## config.mk

```make
export PLATFORM = sky130hd
export DESIGN_NAME = oc_fault_seq
export DESIGN_NICKNAME = d
export VERILOG_FILES = /design/src/rtl/oc_pkg.sv /design/src/rtl/oc_run_counter.sv /design/src/rtl/oc_hiccup_timer.sv /design/src/rtl/oc_lim_share.sv /design/src/rtl/oc_chan_ctrl.sv /design/src/rtl/oc_fault_seq.sv
export SDC_FILE = /design/constraint.sdc
export NUM_CORES = 1
export LEC_CHECK = 0
export ABC_CLOCK_PERIOD_IN_PS = 1900
export BUFFER_PORTS_ARGS = -buffer_cell sky130_fd_sc_hd__buf_2
export CAP_MARGIN = 20
export CELL_PAD_IN_SITES_DETAIL_PLACEMENT = 0
export CELL_PAD_IN_SITES_GLOBAL_PLACEMENT = 1
export CORE_MARGIN = 4
export CORE_UTILIZATION = 31
export DETAILED_ROUTE_END_ITERATION = 8
export PLACE_DENSITY_LB_ADDON = 0.1
export SLEW_MARGIN = 0
export SYNTH_ARGS = -nofsm -noshare
export SYNTH_HDL_FRONTEND = slang
export SYNTH_SLANG_ARGS = --single-unit
export TNS_END_PERCENT = 1
```

## constraint.sdc

```tcl
create_clock -name clk -period 1.9 [get_ports clk]
set_clock_uncertainty 0.15 [all_clocks]
set_input_delay 0.095 -clock clk [delete_from_list [all_inputs] [get_ports clk]]
set_output_delay 0.095 -clock clk [all_outputs]
set_load 0.05 [all_outputs]
```

## src/rtl/oc_pkg.sv

```systemverilog
package oc_pkg;

    typedef enum logic [2:0] {
        ST_OFF    = 3'd0,
        ST_SOFT   = 3'd1,
        ST_RUN    = 3'd2,
        ST_HICCUP = 3'd3,
        ST_LATCH  = 3'd4
    } oc_state_e;

    typedef enum logic {
        RESP_LATCH  = 1'b0,
        RESP_HICCUP = 1'b1
    } oc_resp_e;

endpackage

```

## src/rtl/oc_run_counter.sv

```systemverilog
// Counts consecutive over-limit switching periods while the gates are on.
module oc_run_counter #(
    parameter int RUN_LEN = 3
) (
    input  logic clk,
    input  logic rst_n,
    input  logic arm,
    input  logic stb,
    input  logic oc,
    output logic trip
);
    localparam int CNT_W = $clog2(RUN_LEN + 1);
    localparam logic [CNT_W-1:0] LAST = CNT_W'(RUN_LEN - 1);

    logic [CNT_W-1:0] cnt;

    assign trip = arm && stb && oc && (cnt == LAST);

    always_ff @(posedge clk or negedge rst_n) begin
        if (!rst_n) begin
            cnt <= '0;
        end else if (!arm) begin
            cnt <= '0;
        end else if (stb) begin
            if (!oc || trip) cnt <= '0;
            else             cnt <= cnt + CNT_W'(1);
        end
    end

    // the run count never reaches the trip length
    p_cnt_bound_r4: assert property (@(posedge clk) disable iff (!rst_n)
        cnt < CNT_W'(RUN_LEN));

    // a clean period empties the count
    p_clean_resets_r4: assert property (@(posedge clk) disable iff (!rst_n)
        (stb && !oc) |=> (cnt == '0));

endmodule

```

## src/rtl/oc_hiccup_timer.sv

```systemverilog
// Counts soft-start periods while the channel sits out a hiccup.
module oc_hiccup_timer #(
    parameter int HICCUP_N = 7
) (
    input  logic clk,
    input  logic rst_n,
    input  logic arm,
    input  logic tick,
    output logic done
);
    localparam int HC_W = $clog2(HICCUP_N + 1);
    localparam logic [HC_W-1:0] LAST = HC_W'(HICCUP_N - 1);

    logic [HC_W-1:0] cnt;

    assign done = arm && tick && (cnt == LAST);

    always_ff @(posedge clk or negedge rst_n) begin
        if (!rst_n) begin
            cnt <= '0;
        end else if (!arm || done) begin
            cnt <= '0;
        end else if (tick) begin
            cnt <= cnt + HC_W'(1);
        end
    end

    // the period count stays below the hiccup length
    p_timer_bound_r6: assert property (@(posedge clk) disable iff (!rst_n)
        cnt < HC_W'(HICCUP_N));

    // leaving the hiccup empties the count
    p_timer_idle_r6: assert property (@(posedge clk) disable iff (!rst_n)
        !arm |=> (cnt == '0));

endmodule

```

## src/rtl/oc_lim_share.sv

```systemverilog
// Passes limit codes through, or fans channel 0's codes out in two-phase mode.
module oc_lim_share #(
    parameter int NCH   = 2,
    parameter int LIM_W = 8
) (
    input  logic                   two_phase,
    input  logic [NCH*LIM_W-1:0]   oc_lim_in,
    input  logic [NCH*LIM_W-1:0]   warn_lim_in,
    output logic [NCH*LIM_W-1:0]   oc_lim_out,
    output logic [NCH*LIM_W-1:0]   warn_lim_out
);
    for (genvar c = 0; c < NCH; c++) begin : g_lim
        assign oc_lim_out[c*LIM_W +: LIM_W] =
            two_phase ? oc_lim_in[LIM_W-1:0] : oc_lim_in[c*LIM_W +: LIM_W];
        assign warn_lim_out[c*LIM_W +: LIM_W] =
            two_phase ? warn_lim_in[LIM_W-1:0] : warn_lim_in[c*LIM_W +: LIM_W];
    end

endmodule

```

## src/rtl/oc_chan_ctrl.sv

```systemverilog
// Per-channel state machine, gate outputs and sticky status.
module oc_chan_ctrl
    import oc_pkg::*;
(
    input  logic clk,
    input  logic rst_n,
    input  logic chan_en,
    input  logic clr_flt,
    input  logic resp_hiccup,
    input  logic cyc_stb,
    input  logic oc_flag,
    input  logic ocw_flag,
    input  logic ss_done,
    input  logic trip,
    input  logic hic_done,
    output logic gate_on,
    output logic in_hiccup,
    output logic hs_en,
    output logic ls_en,
    output logic hs_trunc,
    output logic ss_req,
    output logic flt_sts,
    output logic warn_sts
);
    oc_state_e state, nxt;
    oc_resp_e  resp;
    logic      warn_ev;

    assign resp    = oc_resp_e'(resp_hiccup);
    assign warn_ev = gate_on && cyc_stb && ocw_flag;

    // next-state logic
    always_comb begin
        nxt = state;
        if (!chan_en) begin
            nxt = ST_OFF;                                   // disable
        end else begin
            unique case (state)
                ST_OFF:    nxt = ST_SOFT;                   // enable
                ST_SOFT, ST_RUN: begin
                    if (trip)
                        nxt = (resp == RESP_HICCUP) ? ST_HICCUP : ST_LATCH;
                    else if (state == ST_SOFT && ss_done)
                        nxt = ST_RUN;                       // ramp_done
                end
                ST_HICCUP: if (hic_done) nxt = ST_SOFT;     // retry
                ST_LATCH:  if (clr_flt)  nxt = ST_SOFT;     // release
                default:   nxt = ST_OFF;
            endcase
        end
    end

    // state register
    always_ff @(posedge clk or negedge rst_n) begin
        if (!rst_n) state <= ST_OFF;
        else        state <= nxt;
    end

    // outputs decoded from state
    always_comb begin
        gate_on   = 1'b0;
        ss_req    = 1'b0;
        in_hiccup = 1'b0;
        unique case (state)
            ST_OFF:    ;
            ST_SOFT:   begin gate_on = 1'b1; ss_req = 1'b1; end
            ST_RUN:    gate_on = 1'b1;
            ST_HICCUP: begin ss_req = 1'b1; in_hiccup = 1'b1; end
            ST_LATCH:  ;
            default:   ;
        endcase
    end

    assign hs_en    = gate_on;
    assign ls_en    = gate_on;
    assign hs_trunc = gate_on && oc_flag;

    // sticky status: a set in the same cycle beats a clear
    always_ff @(posedge clk or negedge rst_n) begin
        if (!rst_n) begin
            flt_sts  <= 1'b0;
            warn_sts <= 1'b0;
        end else begin
            if (trip)         flt_sts <= 1'b1;
            else if (clr_flt) flt_sts <= 1'b0;
            if (warn_ev)      warn_sts <= 1'b1;
            else if (clr_flt) warn_sts <= 1'b0;
        end
    end

    // a trip removes both gate drives on the next clock
    p_trip_gates_off_r4: assert property (@(posedge clk) disable iff (!rst_n)
        trip |=> (!hs_en && !ls_en));

    // latch-off holds without a release
    p_latch_hold_r5: assert property (@(posedge clk) disable iff (!rst_n)
        (state == ST_LATCH && chan_en && !clr_flt) |=> (state == ST_LATCH));

    // a clear releases the latch into soft-start
    p_latch_release_r5: assert property (@(posedge clk) disable iff (!rst_n)
        (state == ST_LATCH && chan_en && clr_flt) |=> (state == ST_SOFT));

    // the end of the hiccup window restarts soft-start
    p_hiccup_retry_r6: assert property (@(posedge clk) disable iff (!rst_n)
        (hic_done && chan_en) |=> (state == ST_SOFT && hs_en));

    // the fault bit is sticky until a clear
    p_sticky_r8: assert property (@(posedge clk) disable iff (!rst_n)
        (flt_sts && !clr_flt) |=> flt_sts);

    // a trip always leaves the bit set, even with a clear in the same cycle
    p_set_wins_r8: assert property (@(posedge clk) disable iff (!rst_n)
        trip |=> flt_sts);

    // a warning alone never shuts the gates
    p_warn_keeps_gates_r9: assert property (@(posedge clk) disable iff (!rst_n)
        (warn_ev && !trip && chan_en) |=> gate_on);

    // disable reaches the off state in one clock
    p_disable_r11: assert property (@(posedge clk) disable iff (!rst_n)
        !chan_en |=> (state == ST_OFF && !ss_req));

endmodule

```

## src/rtl/oc_fault_seq.sv

```systemverilog
// Top: one sequencer per channel plus limit sharing.
module oc_fault_seq #(
    parameter int NCH      = 2,
    parameter int LIM_W    = 8,
    parameter int RUN_LEN  = 3,
    parameter int HICCUP_N = 7
) (
    input  logic                 clk,
    input  logic                 rst_n,
    input  logic [NCH-1:0]       chan_en,
    input  logic                 clr_flt,
    input  logic                 two_phase,
    input  logic [NCH-1:0]       resp_hiccup,
    input  logic [NCH-1:0]       cyc_stb,
    input  logic [NCH-1:0]       oc_flag,
    input  logic [NCH-1:0]       ocw_flag,
    input  logic [NCH-1:0]       ss_done,
    input  logic [NCH*LIM_W-1:0] oc_lim_in,
    input  logic [NCH*LIM_W-1:0] warn_lim_in,
    output logic [NCH*LIM_W-1:0] oc_lim_out,
    output logic [NCH*LIM_W-1:0] warn_lim_out,
    output logic [NCH-1:0]       hs_en,
    output logic [NCH-1:0]       ls_en,
    output logic [NCH-1:0]       hs_trunc,
    output logic [NCH-1:0]       ss_req,
    output logic [NCH-1:0]       flt_sts,
    output logic [NCH-1:0]       warn_sts
);
    logic [NCH-1:0] gate_on;
    logic [NCH-1:0] in_hiccup;
    logic [NCH-1:0] trip;
    logic [NCH-1:0] hic_done;

    for (genvar c = 0; c < NCH; c++) begin : g_ch
        oc_run_counter #(.RUN_LEN(RUN_LEN)) u_run (
            .clk   (clk),
            .rst_n (rst_n),
            .arm   (gate_on[c]),
            .stb   (cyc_stb[c]),
            .oc    (oc_flag[c]),
            .trip  (trip[c])
        );

        oc_hiccup_timer #(.HICCUP_N(HICCUP_N)) u_hic (
            .clk   (clk),
            .rst_n (rst_n),
            .arm   (in_hiccup[c]),
            .tick  (ss_done[c]),
            .done  (hic_done[c])
        );

        oc_chan_ctrl u_ctrl (
            .clk         (clk),
            .rst_n       (rst_n),
            .chan_en     (chan_en[c]),
            .clr_flt     (clr_flt),
            .resp_hiccup (resp_hiccup[c]),
            .cyc_stb     (cyc_stb[c]),
            .oc_flag     (oc_flag[c]),
            .ocw_flag    (ocw_flag[c]),
            .ss_done     (ss_done[c]),
            .trip        (trip[c]),
            .hic_done    (hic_done[c]),
            .gate_on     (gate_on[c]),
            .in_hiccup   (in_hiccup[c]),
            .hs_en       (hs_en[c]),
            .ls_en       (ls_en[c]),
            .hs_trunc    (hs_trunc[c]),
            .ss_req      (ss_req[c]),
            .flt_sts     (flt_sts[c]),
            .warn_sts    (warn_sts[c])
        );

        // truncation is only issued while the channel is switching
        p_trunc_gated_r3: assert property (@(posedge clk) disable iff (!rst_n)
            hs_trunc[c] |-> (hs_en[c] && ls_en[c]));
    end

    oc_lim_share #(.NCH(NCH), .LIM_W(LIM_W)) u_lim (
        .two_phase    (two_phase),
        .oc_lim_in    (oc_lim_in),
        .warn_lim_in  (warn_lim_in),
        .oc_lim_out   (oc_lim_out),
        .warn_lim_out (warn_lim_out)
    );

endmodule

```

Yosys cells after proc, flatten, opt, wreduce, memory -nomap -nowiden
Cells that the tools add are included.
W data, S select, Z words.

storage, ports and cells
  register bits after elaboration = 20
  bits of input ports = 48
  output and inout port bits = 44
  word-level logic and storage cells = 108

operators by class
  $add $sub $neg = 4
  equality and inequality tests = 20
  muxes and demuxes = 36
  reductions and logical operators = 38

operators by type and width
  cell                   count
  $mux W3                15
  $pmux W3 S4            2
  $logic_and A1 B1 Y1    16
  $mux W8                2
  $eq A3 B2 Y1 const B   4
  $eq A3 B3 Y1 const B   4
  $mux W2                6
  $ne A3 B3 Y1 const B   4
  $reduce_bool A2 Y1     6
  $mux W1                11
  $ne A4 B2 Y1 const B   2
  $reduce_or A2 Y1       4
  $add A3 B1 Y3 const B  2
  $eq A3 B1 Y1 const B   2
  $logic_not A3 Y1       2
  $reduce_and A3 Y1      2
  $add A2 B1 Y2 const B  2
  $eq A2 B2 Y1 const B   2
  $logic_not A1 Y1       4
  $logic_or A1 B1 Y1     4
  $ne A2 B2 Y1 const B   2

Depth between registers and ports, before layout
Gate-level depths: netlist of run 1.

  word-level depth = 10
  gate-level depth with buffers = 6
  mapped depth without buffers = 6

Modules after synthesis
Synthesis of run 1 repeated with hierarchy kept, for this count alone.

unflattened totals
  cell total of the unflattened synthesis = 166
  area total of the unflattened synthesis = 1,672.9 um^2

by module, submodules not included
  module           times used  cells each  area each (um^2)  sequential area each (um^2)
  oc_chan_ctrl     2           37          345.3             125.1
  oc_lim_share     1           34          369.1             0.0
  oc_hiccup_timer  2           18          176.4             75.1
  oc_run_counter   2           11          130.1             50.0

Least setup slack after synthesis of run 1
OpenSTA, ideal clock, no wires.

  kind = register -> register
  start point = register g_ch[0].u_run.cnt[0]
  end point = register g_ch[0].u_ctrl.state[1]
  setup time = 0.079 ns
  data arrival time = 1.278 ns
  data required time = 1.671 ns
  path slack = 0.393 ns
  cell stages (with the launch flop) = 6
  path buffers = 0
  clock period less this slack = 1.507 ns
  cell sequence = dfrtp_1 -> inv_1 -> ha_1 -> and4b_4 -> o311ai_2 -> mux2i_1

between the ends
  cells in the longest elaborated chain, start to end = 5
  elaborated cells on any way between the ends = 7
  classes of those cells = eq/ne (2); mux (3); reduce/logical (2)

RTL lines
  item                     line                  text
  from (decl)              oc_run_counter.sv:15  logic [CNT_W-1:0] cnt;
  from (signal assigned)   oc_run_counter.sv:26  else cnt <= cnt + CNT_W'(1);
  $eq A2 B2 Y1 (*)         oc_run_counter.sv:17  assign trip = arm && stb && oc && (cnt == LAST);
  $logic_and A1 B1 Y1 (*)  oc_run_counter.sv:17
  $mux W3                  oc_chan_ctrl.sv:41    if (trip)
  $pmux W3 S4              oc_chan_ctrl.sv:38    unique case (state)
  $mux W3                  oc_chan_ctrl.sv:35    if (!chan_en) begin
  to (signal assigned)     oc_chan_ctrl.sv:56    else state <= nxt;
  to (decl)                oc_chan_ctrl.sv:25    oc_state_e state, nxt;

Mark *: on every way between the ends. The rest lies on a longest branch, timed or not.
A chain may end at the register's enable or synchronous reset.

Worst setup path in the final report of run 1
  start point = register g_ch[0].u_ctrl.state[0]
  end point = output hs_trunc[0]

between the ends
  cells in the longest elaborated chain, start to end = 4
  elaborated cells on any way between the ends = 5
  classes of those cells = eq/ne (2); mux (1); reduce/logical (2)

RTL lines
  item                                                 line                text
  $eq A3 B2 Y1 / $eq A3 B1 Y1 (equally long branches)  oc_chan_ctrl.sv:64  unique case (state)
  $reduce_or A2 Y1 (no line) (*)                       --
  $mux W1 (*)                                          oc_chan_ctrl.sv:64
  $logic_and A1 B1 Y1 (*)                              oc_chan_ctrl.sv:76  assign hs_trunc = gate_on && oc_flag;
  to (decl)                                            oc_fault_seq.sv:24  output logic [NCH-1:0] hs_trunc,

Marked as above.

==> results.py, run 1 <==
metrics = {
    "cells_and_area": {
        "stdcell_count": 307,
        "num-nets-final": 295,
        "antenna_cells": 0,
        "synthToLayoutAreaGrowth_pct": 28.3,
        "layout-drive-gt1-share": 0.492,
        "design_area_mm2": 0.00201,
    },
    "logic_synthesis": {
        "synth-edff-count": 0,
        "synth-seq-cells": 20,
        "ys.flop_type": "dfrtp_1",
        "yosys-mux-area-fraction": 0.166,
        "synth-simple-area-share": 0.159,
        "syn-num-nets": 226,
        "synth_xor_xnor_area_share": 0.0327,
        "synth_top_family_by_area": "buffers and inverters",
        "syn_inst": 172,
        "synth.avg_cell_area_um2": 9.11,
        "yosys.cell_count.top_type": "buf_4",
        "yosysWarnings": 0,
        "synthTopCellsByArea": "dfrtp_1 (32%), buf_4 (13%), mux2_2 (11%)",
        "synth_top_area_cell": "dfrtp_1",
        "synthArstFlopShare": 1.00,
        "synthTopCellsByCount": "buf_4 (28), dfrtp_1 (20), mux2_2 (16), nor2_1 (16), inv_1 (13)",
        "synth_compound_area_frac": 0.0886,
        "synth_cell_type_count": 37,
        "yosysTopAreaCellShare": 0.319,
        "synth_fa_ha_area_frac": 0.0479,
        "ys_seq_area_frac": 0.319,
        "synthesis.area_mm2": 0.00157,
    },
    "placement": {
        "place.gp.congestion": 0.785,
        "place_hpwl_um": 3320,
        "portBuffers": 91,
        "place_inst": 296,
        "dpl_cell_area_mm2": 0.00187,
    },
    "critical_path": {
        "cp_cell_sequence": "xor2_2 > nand2b_2 > clkinv_2 > and2_1 > buf_2",
        "critPathTopFamily": "flip-flops",
        "crit_arrival_ns": 1.51,
        "endpoint_kind": "primary output",
        "slowest_delay_ns": 0.46,
        "r2r_cells": 5,
        "critPathLaunchType": "flip-flop",
        "cp_slowest_cell": "dfrtp_1",
        "critical_path_buf_inv_count": 2,
        "cp.depth": 5,
        "required_ns": 1.65,
        "critPathMaxFanout": 5,
        "critPathKind": "reg2out",
    },
    "floorplanning": {
        "num_rows": 25,
        "core_mm2": 0.00482,
        "start_util": 0.325,
        "die_area_mm2": 0.00626,
        "die_h_um": 79.1,
        "fp.dieW_um": 79.1,
        "io_pins": 92,
    },
    "clock_tree": {
        "cts_root_buf": "clkbuf_8",
        "h-tree-depth": 1,
        "clkSinkCount": 20,
        "post_cts_buffers": 0,
        "insertion_delay_ns": 0.26,
        "cts_tree": "built",
        "cts_buffers": 3,
        "clock_path_buffers": 2,
        "path_clk_slew_ns": 0.08,
    },
    "sta": {
        "fin_tns_setup_ns": 0,
        "rsz0062_at_grt": "no",
        "finalHoldViolCount": 0,
        "period_share": 0.924,
        "finalMaxSlewViolations": 0,
        "slew_headroom": 0.697,
        "min_period_ns": 1.76,
        "finalSetupViolations": 0,
        "max_freq_mhz": 570,
        "worst_pin_slew_ns": 0.455,
    },
    "grt": {
        "grt_pass1_wl_um": 6470,
        "grt_overflow_total": 0,
        "antenna_found_initial": 0,
        "grt_max_degree": 21,
        "grtUsageTotal": 0.130,
        "grt_pass1_vias": 1362,
    },
    "job": {
        "maxCapViolCount": 0,
    },
    "drt": {
        "drc": 0,
        "wl_um": 4010,
        "antenna_left": 0,
        "first_pass_iters": 4,
        "route.detailed.wl_per_inst_um": 13.0,
        "via_count": 1362,
        "via_per_inst": 4.44,
        "drt_iter0_markers": 49,
    },
    "min_path": {
        "whs_path_depth": 3,
        "hold_class": "in2reg",
    },
    "power": {
        "p_sw_uw": 853,
        "pwr-share-seq": 0.283,
        "clockPowerShare": 0.229,
        "intPower_mw": 1.01,
        "power_leakage_nw": 1.04,
        "vdd_drop_max_mv": 0.444,
        "comb_power_share": 0.488,
        "p_sw_frac": 0.457,
        "powerDensity_mw_per_mm2": 928,
    },
    "outcome": {
        "status": "finished clean",
    },
}
-- per-layer routing --
metal / vias to the layer above / global-route usage / wire length (µm)
met3: 2 / 0.0283 / 339
met2: 59 / 0.235 / 2010
met5: - / 0 / 0
li1: 691 / - / -
met4: 0 / 0.0361 / 23
met1: 610 / 0.154 / 1640
-- power by group through the flow --
stage	Sequential, mW	Combinational [mW]	Clock [mW]
2_1_floorplan	0.510	0.838	0
3_3_place_gp	0.535	0.911	0
4_1_cts	0.528	0.920	0.442
6_report	0.528	0.910	0.428
3_5_place_dp	0.536	0.908	0
5_1_grt	0.538	0.973	0.463
-- path summary, 6_finish.rpt --
kind / startpoint / endpoint / slack (ns)
min in group asynchronous: rst_n / g_ch[1].u_run.cnt[0] / 0.16
max reg2reg: g_ch[0].u_run.cnt[0] / g_ch[0].u_ctrl.state[1] / 0.31
min: ss_done[1] / g_ch[1].u_hic.cnt[0] / 0.003
min reg2reg: g_ch[0].u_ctrl.warn_sts / g_ch[0].u_ctrl.warn_sts / 0.37
max: g_ch[0].u_ctrl.state[0] / hs_trunc[0] / 0.14
max in group asynchronous: rst_n / g_ch[0].u_ctrl.state[1] / 1.09
-- cell type report --
type,count,area (µm²)
inverter,14,53.8
sequential,20,502
multi-input combinational,104,774
tap,67,83.8
timing repair buffer,98,526
clock buffer,3,41.3
fill,539,2810
clock inverter,1,30.0
-- what timing repair did --
action                     CTS  global route
gates resized for setup      0             1
hold buffers                 7             0
hold endpoints to repair    29             0
setup endpoints to repair    0             1
-- cells in the final DEF, fill, tap and decap left out, types with 2 or more instances in the layout --
cell	Yosys	routed
o21ai_0	4	4
buf_2	5	91
nor3_1	2	2
o32ai_1	2	2
and2b_1	2	2
a31oi_1	2	2
nand2_1	12	12
nor2_1	16	16
ha_1	6	6
clkbuf_8	0	3
mux2i_1	8	8
dlygate4sd3_1	0	7
xor2_1	3	3
mux2_2	16	16
nand3_1	8	8
o22ai_1	2	2
inv_1	13	13
dfrtp_1	20	19
nand3b_1	2	2
nand2b_1	3	3
-- cell families (layout without fill, tap and decap cells) --
| family | Yosys count | count (layout) |
|---|---|---|
| xor+xnor | 5 | 5 |
| compound gates | 19 | 19 |
| simple gates | 50 | 50 |
| flops | 20 | 20 |
| buf+inv | 48 | 116 |
| fa+ha+maj | 6 | 6 |
| mux | 24 | 24 |
-- worst reg2reg max path, stage by stage (launching register included) --
cell and delay, ns:
dfrtp_1 0.36, inv_1 0.05, ha_1 0.20, and4b_4 0.23, o311ai_2 0.32, mux2i_1 0.21
-- per-stage QoR --
step                hold WS (ns)  power, mW   util  setup slack (ns)
floorplan                 -0.351       1.35      -             0.393
global placement         -0.0703       1.45  0.388             0.339
global route             0.00958       1.98  0.417            0.0431
finish                   0.00332       1.87  0.417             0.144
detailed placement       -0.0626       1.44  0.388             0.316
CTS                     0.000410       1.89  0.417            0.0834
-- registers in the layout, indices dropped and copies added (netlist names) --
name                  count
g_ch.u_ctrl.warn_sts      2
g_ch.u_ctrl.flt_sts       2
g_ch.u_run.cnt            4
g_ch.u_hic.cnt            6
g_ch.u_ctrl.state         6
Note: power is estimated with default switching activity, not from simulation.
==> inputs of run 2 (changes only) <==
- ABC_CLOCK_PERIOD_IN_PS: 1900 -> 2200
- CORE_UTILIZATION: 31 -> 33
- clock period: 1.9 -> 2.2 ns (I/O delays scaled with it)
==> run 2 against run 1 <==
  * Register-to-register slack got worse by 0.13 ns
  * Global-route usage increased by 0.78 points
  * Critical endpoint is now g_ch[1].u_ctrl.state[2]
  * Non-clock buffer count unchanged
==> results.py, run 2 (synthesis gave the netlist of run 1 again) <==
metrics = {
    "outcome": {
        "status": "finished clean",
    },
    "critical_path": {
        "critPathKind": "reg2reg",
        "slowest_delay_ns": 0.57,
        "critical_path_buf_inv_count": 2,
        "cp_slowest_cell": "dlygate4sd3_1",
        "cp_cell_sequence": "inv_1 > ha_1 > nand3_1 > nor2_1 > a31oi_1 > o32ai_1 > dlygate4sd3_1",
        "critPathMaxFanout": 4,
        "critPathLaunchType": "flip-flop",
        "endpoint_kind": "flip-flop",
        "required_ns": 2.25,
        "crit_arrival_ns": 2.07,
        "critPathTopFamily": "buffers and inverters",
    },
    "sta": {
        "worst_pin_slew_ns": 0.469,
        "max_freq_mhz": 495,
        "finalHoldViolCount": 0,
        "period_share": 0.918,
        "fin_hold_ws_ns": 0.0152,
        "finalMaxSlewViolations": 0,
        "slew_headroom": 0.687,
        "fin_tns_setup_ns": 0,
        "min_period_ns": 2.02,
        "rsz0062_at_grt": "no",
        "finalSetupViolations": 0,
    },
    "power": {
        "totalPowerFinal_mw": 1.48,
        "power_leakage_nw": 1.03,
        "powerDensity_mw_per_mm2": 755,
        "vdd_drop_max_mv": 0.360,
    },
    "grt": {
        "top_usage_layer": "met2",
        "grt_max_degree": 21,
        "grt_util_met3": 0.0351,
        "grtUsageTotal": 0.138,
        "grt_util_met2": 0.254,
        "antenna_found_initial": 0,
        "grt_overflow_total": 0,
        "grt_pass1_wl_um": 6690,
        "use_met1": 0.160,
        "grt_pass1_vias": 1415,
    },
    "placement": {
        "portBuffers": 91,
        "place.gp.congestion": 0.857,
        "place_hpwl_um": 3360,
        "place_inst": 281,
    },
    "drt": {
        "wl_um": 4060,
        "via_count": 1359,
        "first_pass_iters": 4,
        "route.detailed.wl_per_inst_um": 13.9,
        "antenna_left": 0,
        "via_per_inst": 4.67,
        "drt_iter0_markers": 61,
        "drc": 0,
    },
    "cells_and_area": {
        "antenna_cells": 0,
        "layout-drive-gt1-share": 0.485,
        "biggestRegsByFlops": "g_ch.u_ctrl.state: 6 flops, g_ch.u_hic.cnt: 6 flops, g_ch.u_run.cnt: 4 flops",
        "synthToLayoutAreaGrowth_pct": 25.1,
        "final_common_cell": "buf_2",
        "stdcell_count": 291,
        "num-nets-final": 295,
        "layout_common_cells": "buf_2 (91), dfrtp_1 (20), mux2_2 (16), nor2_1 (16), inv_1 (13)",
        "fillers": 464,
    },
    "job": {
        "maxCapViolCount": 0,
    },
    "floorplanning": {
        "fp.dieW_um": 76.9,
        "io_pins": 92,
        "num_rows": 24,
        "die_h_um": 76.9,
        "die_area_mm2": 0.00592,
        "start_util": 0.350,
        "core_mm2": 0.00447,
    },
    "clock_tree": {
        "path_clk_slew_ns": 0.07,
        "cts_buffers": 3,
        "insertion_delay_ns": 0.25,
        "cts-hold-fix-buffers": 7,
        "cts_tree": "built",
        "post_cts_buffers": 0,
        "clock_path_buffers": 2,
        "h-tree-depth": 1,
        "clkSinkCount": 20,
        "post_cts_resized": 0,
        "cts_root_buf": "clkbuf_8",
    },
    "min_path": {
        "hold_class": "in2reg",
    },
}
[run 2: worst paths after layout]
| kind | startpoint | end | slack, ns | cells past startpoint |
|---|---|---|---|---|
| setup / recovery | g_ch[1].u_run.cnt[0] | g_ch[1].u_ctrl.state[2] | 0.18 | 7 |
| max in group asynchronous | rst_n | g_ch[0].u_ctrl.state[1] | 1.38 | 2 |
| hold / removal | clr_flt | g_ch[1].u_ctrl.warn_sts | 0.02 | 2 |
| setup reg to reg | g_ch[1].u_run.cnt[0] | g_ch[1].u_ctrl.state[2] | 0.18 | 7 |
| hold reg to reg | g_ch[1].u_ctrl.warn_sts | g_ch[1].u_ctrl.warn_sts | 0.37 | 2 |
| min in group asynchronous | rst_n | g_ch[1].u_ctrl.warn_sts | 0.20 | 2 |
[run 2: metrics by stage]
| step | area, µm² | utilization | setup WS [ns] |
|---|---|---|---|
| floorplan | 1570 | - | 0.693 |
| global placement | 1850 | 0.413 | 0.650 |
| detailed placement | 1850 | 0.413 | 0.620 |
| CTS | 1960 | 0.438 | 0.188 |
| global route | 1960 | 0.438 | 0.0614 |
| finish | 1960 | 0.438 | 0.180 |
[run 2: where the power goes]
group | switching [mW] | internal, mW
Combinational | 0.567 | 0.224
Sequential | 0.0478 | 0.406
Clock | 0.114 | 0.122
[run 2: layer usage]
metal  routed length, µm  vias up  share of wire
li1                    -      687              -
met1                1710      637           0.42
met2                2160       33           0.53
met3                 168        2          0.041
met4                  14        0         0.0035
met5                   0        -              0
[run 2: area by class of cell]
class	count	area, µm²	share of cell area
flip-flops and latches	20	500	0.255
inverters	14	53.8	0.0274
repair buffers	98	526	0.268
well taps	52	65.1	0.0332
clock buffers	3	41.3	0.0211
multi-input cells	104	774	0.395
==> inputs of run 3 (changes only) <==
- ABC_CLOCK_PERIOD_IN_PS: 2200 -> 2550
- clock period: 2.2 -> 2.55 ns (I/O delays scaled with it)
==> run 3 against run 2 <==
  * Count of clock-buffer cells in the layout is the same
  * Hold slack gained 0.0050 ns
  * Worst setup slack gained 0.53 ns
  * Power shrank 6.1%
  * Die area is the same
  * Critical path depth shrank 2
  * Global-route usage shrank 0.27 points
==> results.py, run 3 (synthesis gave the netlist of run 1 again) <==
metrics = {
    "sta": {
        "worst_pin_slew_ns": 0.456,
        "fin_tns_setup_ns": 0,
        "slew_headroom": 0.696,
        "period_share": 0.722,
        "finalMaxSlewViolations": 0,
        "max_freq_mhz": 543,
        "finalHoldViolCount": 0,
        "rsz0062_at_grt": "no",
        "finalSetupViolations": 0,
        "min_period_ns": 1.84,
    },
    "job": {
        "maxCapViolCount": 0,
    },
    "outcome": {
        "status": "finished clean",
    },
    "cells_and_area": {
        "final_common_cell": "buf_2",
        "post-route-util": 0.443,
        "layout_common_cells": "buf_2 (91), dfrtp_1 (20), mux2_2 (16), nor2_1 (16), inv_1 (13)",
        "fillers": 457,
        "synthToLayoutAreaGrowth_pct": 26.3,
        "antenna_cells": 0,
        "biggestRegsByFlops": "g_ch.u_ctrl.state: 6 flops, g_ch.u_hic.cnt: 6 flops, g_ch.u_run.cnt: 4 flops",
        "num-nets-final": 294,
        "layout-drive-gt1-share": 0.490,
    },
    "clock_tree": {
        "clock_path_buffers": 2,
        "post_cts_buffers": 0,
        "cts_tree": "built",
        "h-tree-depth": 1,
        "cts_buffers": 3,
        "post_cts_resized": 0,
        "clkSinkCount": 20,
        "cts_root_buf": "clkbuf_8",
        "insertion_delay_ns": 0.26,
        "path_clk_slew_ns": 0.08,
    },
    "floorplanning": {
        "fp.dieW_um": 76.9,
        "die_area_mm2": 0.00592,
        "die_h_um": 76.9,
        "start_util": 0.350,
        "num_rows": 24,
        "io_pins": 92,
        "core_mm2": 0.00447,
    },
    "placement": {
        "portBuffers": 91,
        "place.gp.congestion": 0.852,
        "place_hpwl_um": 3290,
    },
    "grt": {
        "grt_overflow_total": 0,
        "grt_pass1_wl_um": 6580,
        "grt_max_degree": 21,
        "grt_pass1_vias": 1419,
        "antenna_found_initial": 0,
        "grtUsageTotal": 0.135,
    },
    "min_path": {
        "hold_class": "in2reg",
        "whs_path_depth": 2,
    },
    "critical_path": {
        "critPathKind": "reg2out",
        "crit_arrival_ns": 1.56,
        "required_ns": 2.27,
        "endpoint_kind": "primary output",
        "critPathLaunchType": "flip-flop",
        "critPathMaxFanout": 8,
        "r2r_cells": 5,
    },
    "drt": {
        "via_count": 1360,
        "route.detailed.wl_per_inst_um": 13.5,
        "antenna_left": 0,
        "first_pass_iters": 4,
        "via_per_inst": 4.67,
        "drt_iter0_markers": 42,
        "wl_um": 3930,
        "drc": 0,
    },
    "power": {
        "powerDensity_mw_per_mm2": 702,
        "power_leakage_nw": 1.03,
        "vdd_drop_max_mv": 0.423,
    },
}
==> run 3: cell count changes in the layout (fill, tap and decap cells not counted) <==
cell,change
bufinv_16,+1
dlygate4sd3_1,-1
==> run 3: power breakdown <==
group	switching [mW]	total, mW	internal, mW
sequential	0.0417	0.392	0.350
combinational	0.488	0.680	0.193
clock	0.109	0.318	0.209
==> run 3: routing by layer <==
layer	vias to the layer above	part of all wire	track usage
met4	0	0.0053	0.0344
met2	39	0.52	0.244
met3	2	0.048	0.0304
met1	632	0.43	0.161
li1	687	-	-
met5	-	0	0
==> run 3: worst max-delay path, cell delays in order, from the launching register on <==
cell and delay [ns]:
dfrtp_1 0.52, xor2_2 0.23, nand2b_2 0.12, clkinv_2 0.08
and2_1 0.11, buf_2 0.25
==> run 3: cell type report <==
class,instances,area (µm²),area share
inverter,14,53.8,0.0272
tap,52,65.1,0.0328
multi-input combinational,104,774,0.391
clock buffer,3,41.3,0.0208
sequential,20,500,0.253
timing repair buffer,97,515,0.260
clock inverter,1,30.0,0.0152
==> run 3: worst paths after layout <==
path                            slack, ns                 endpoint                    start
worst max-delay path                 0.71              hs_trunc[0]  g_ch[0].u_ctrl.state[1]
max in group asynchronous            1.73     g_ch[1].u_hic.cnt[2]                    rst_n
worst min-delay path                 0.02  g_ch[1].u_ctrl.warn_sts                  clr_flt
worst max register to register       0.93  g_ch[0].u_ctrl.state[1]     g_ch[0].u_run.cnt[0]
min in group asynchronous            0.21   g_ch[0].u_ctrl.flt_sts                    rst_n
worst min register to register       0.37  g_ch[1].u_ctrl.warn_sts  g_ch[1].u_ctrl.warn_sts
==> run 3: per-stage QoR <==
| step | cell area (µm²) | power, mW | setup WS (ns) | std cells | hold WS [ns] |
|---|---|---|---|---|---|
| 2_1_floorplan | 1570 | 1.00 | 1.04 | 172 | -0.318 |
| 3_3_place_gp | 1850 | 1.07 | 1.00 | 281 | -0.0389 |
| 3_5_place_dp | 1850 | 1.08 | 0.930 | 281 | -0.0393 |
| 4_1_cts | 1980 | 1.41 | 0.682 | 291 | 0.0151 |
| 5_1_grt | 1980 | 1.47 | 0.611 | 291 | 0.0392 |
| 6_report | 1980 | 1.39 | 0.709 | 291 | 0.0202 |
==> run 3: timing repair <==
| item | 4_1_cts | 5_1_grt |
|---|---|---|
| hold buffers | 6 | 0 |
| endpoints found under the setup margin | 0 | 0 |
| endpoints found under the hold margin | 25 | 0 |
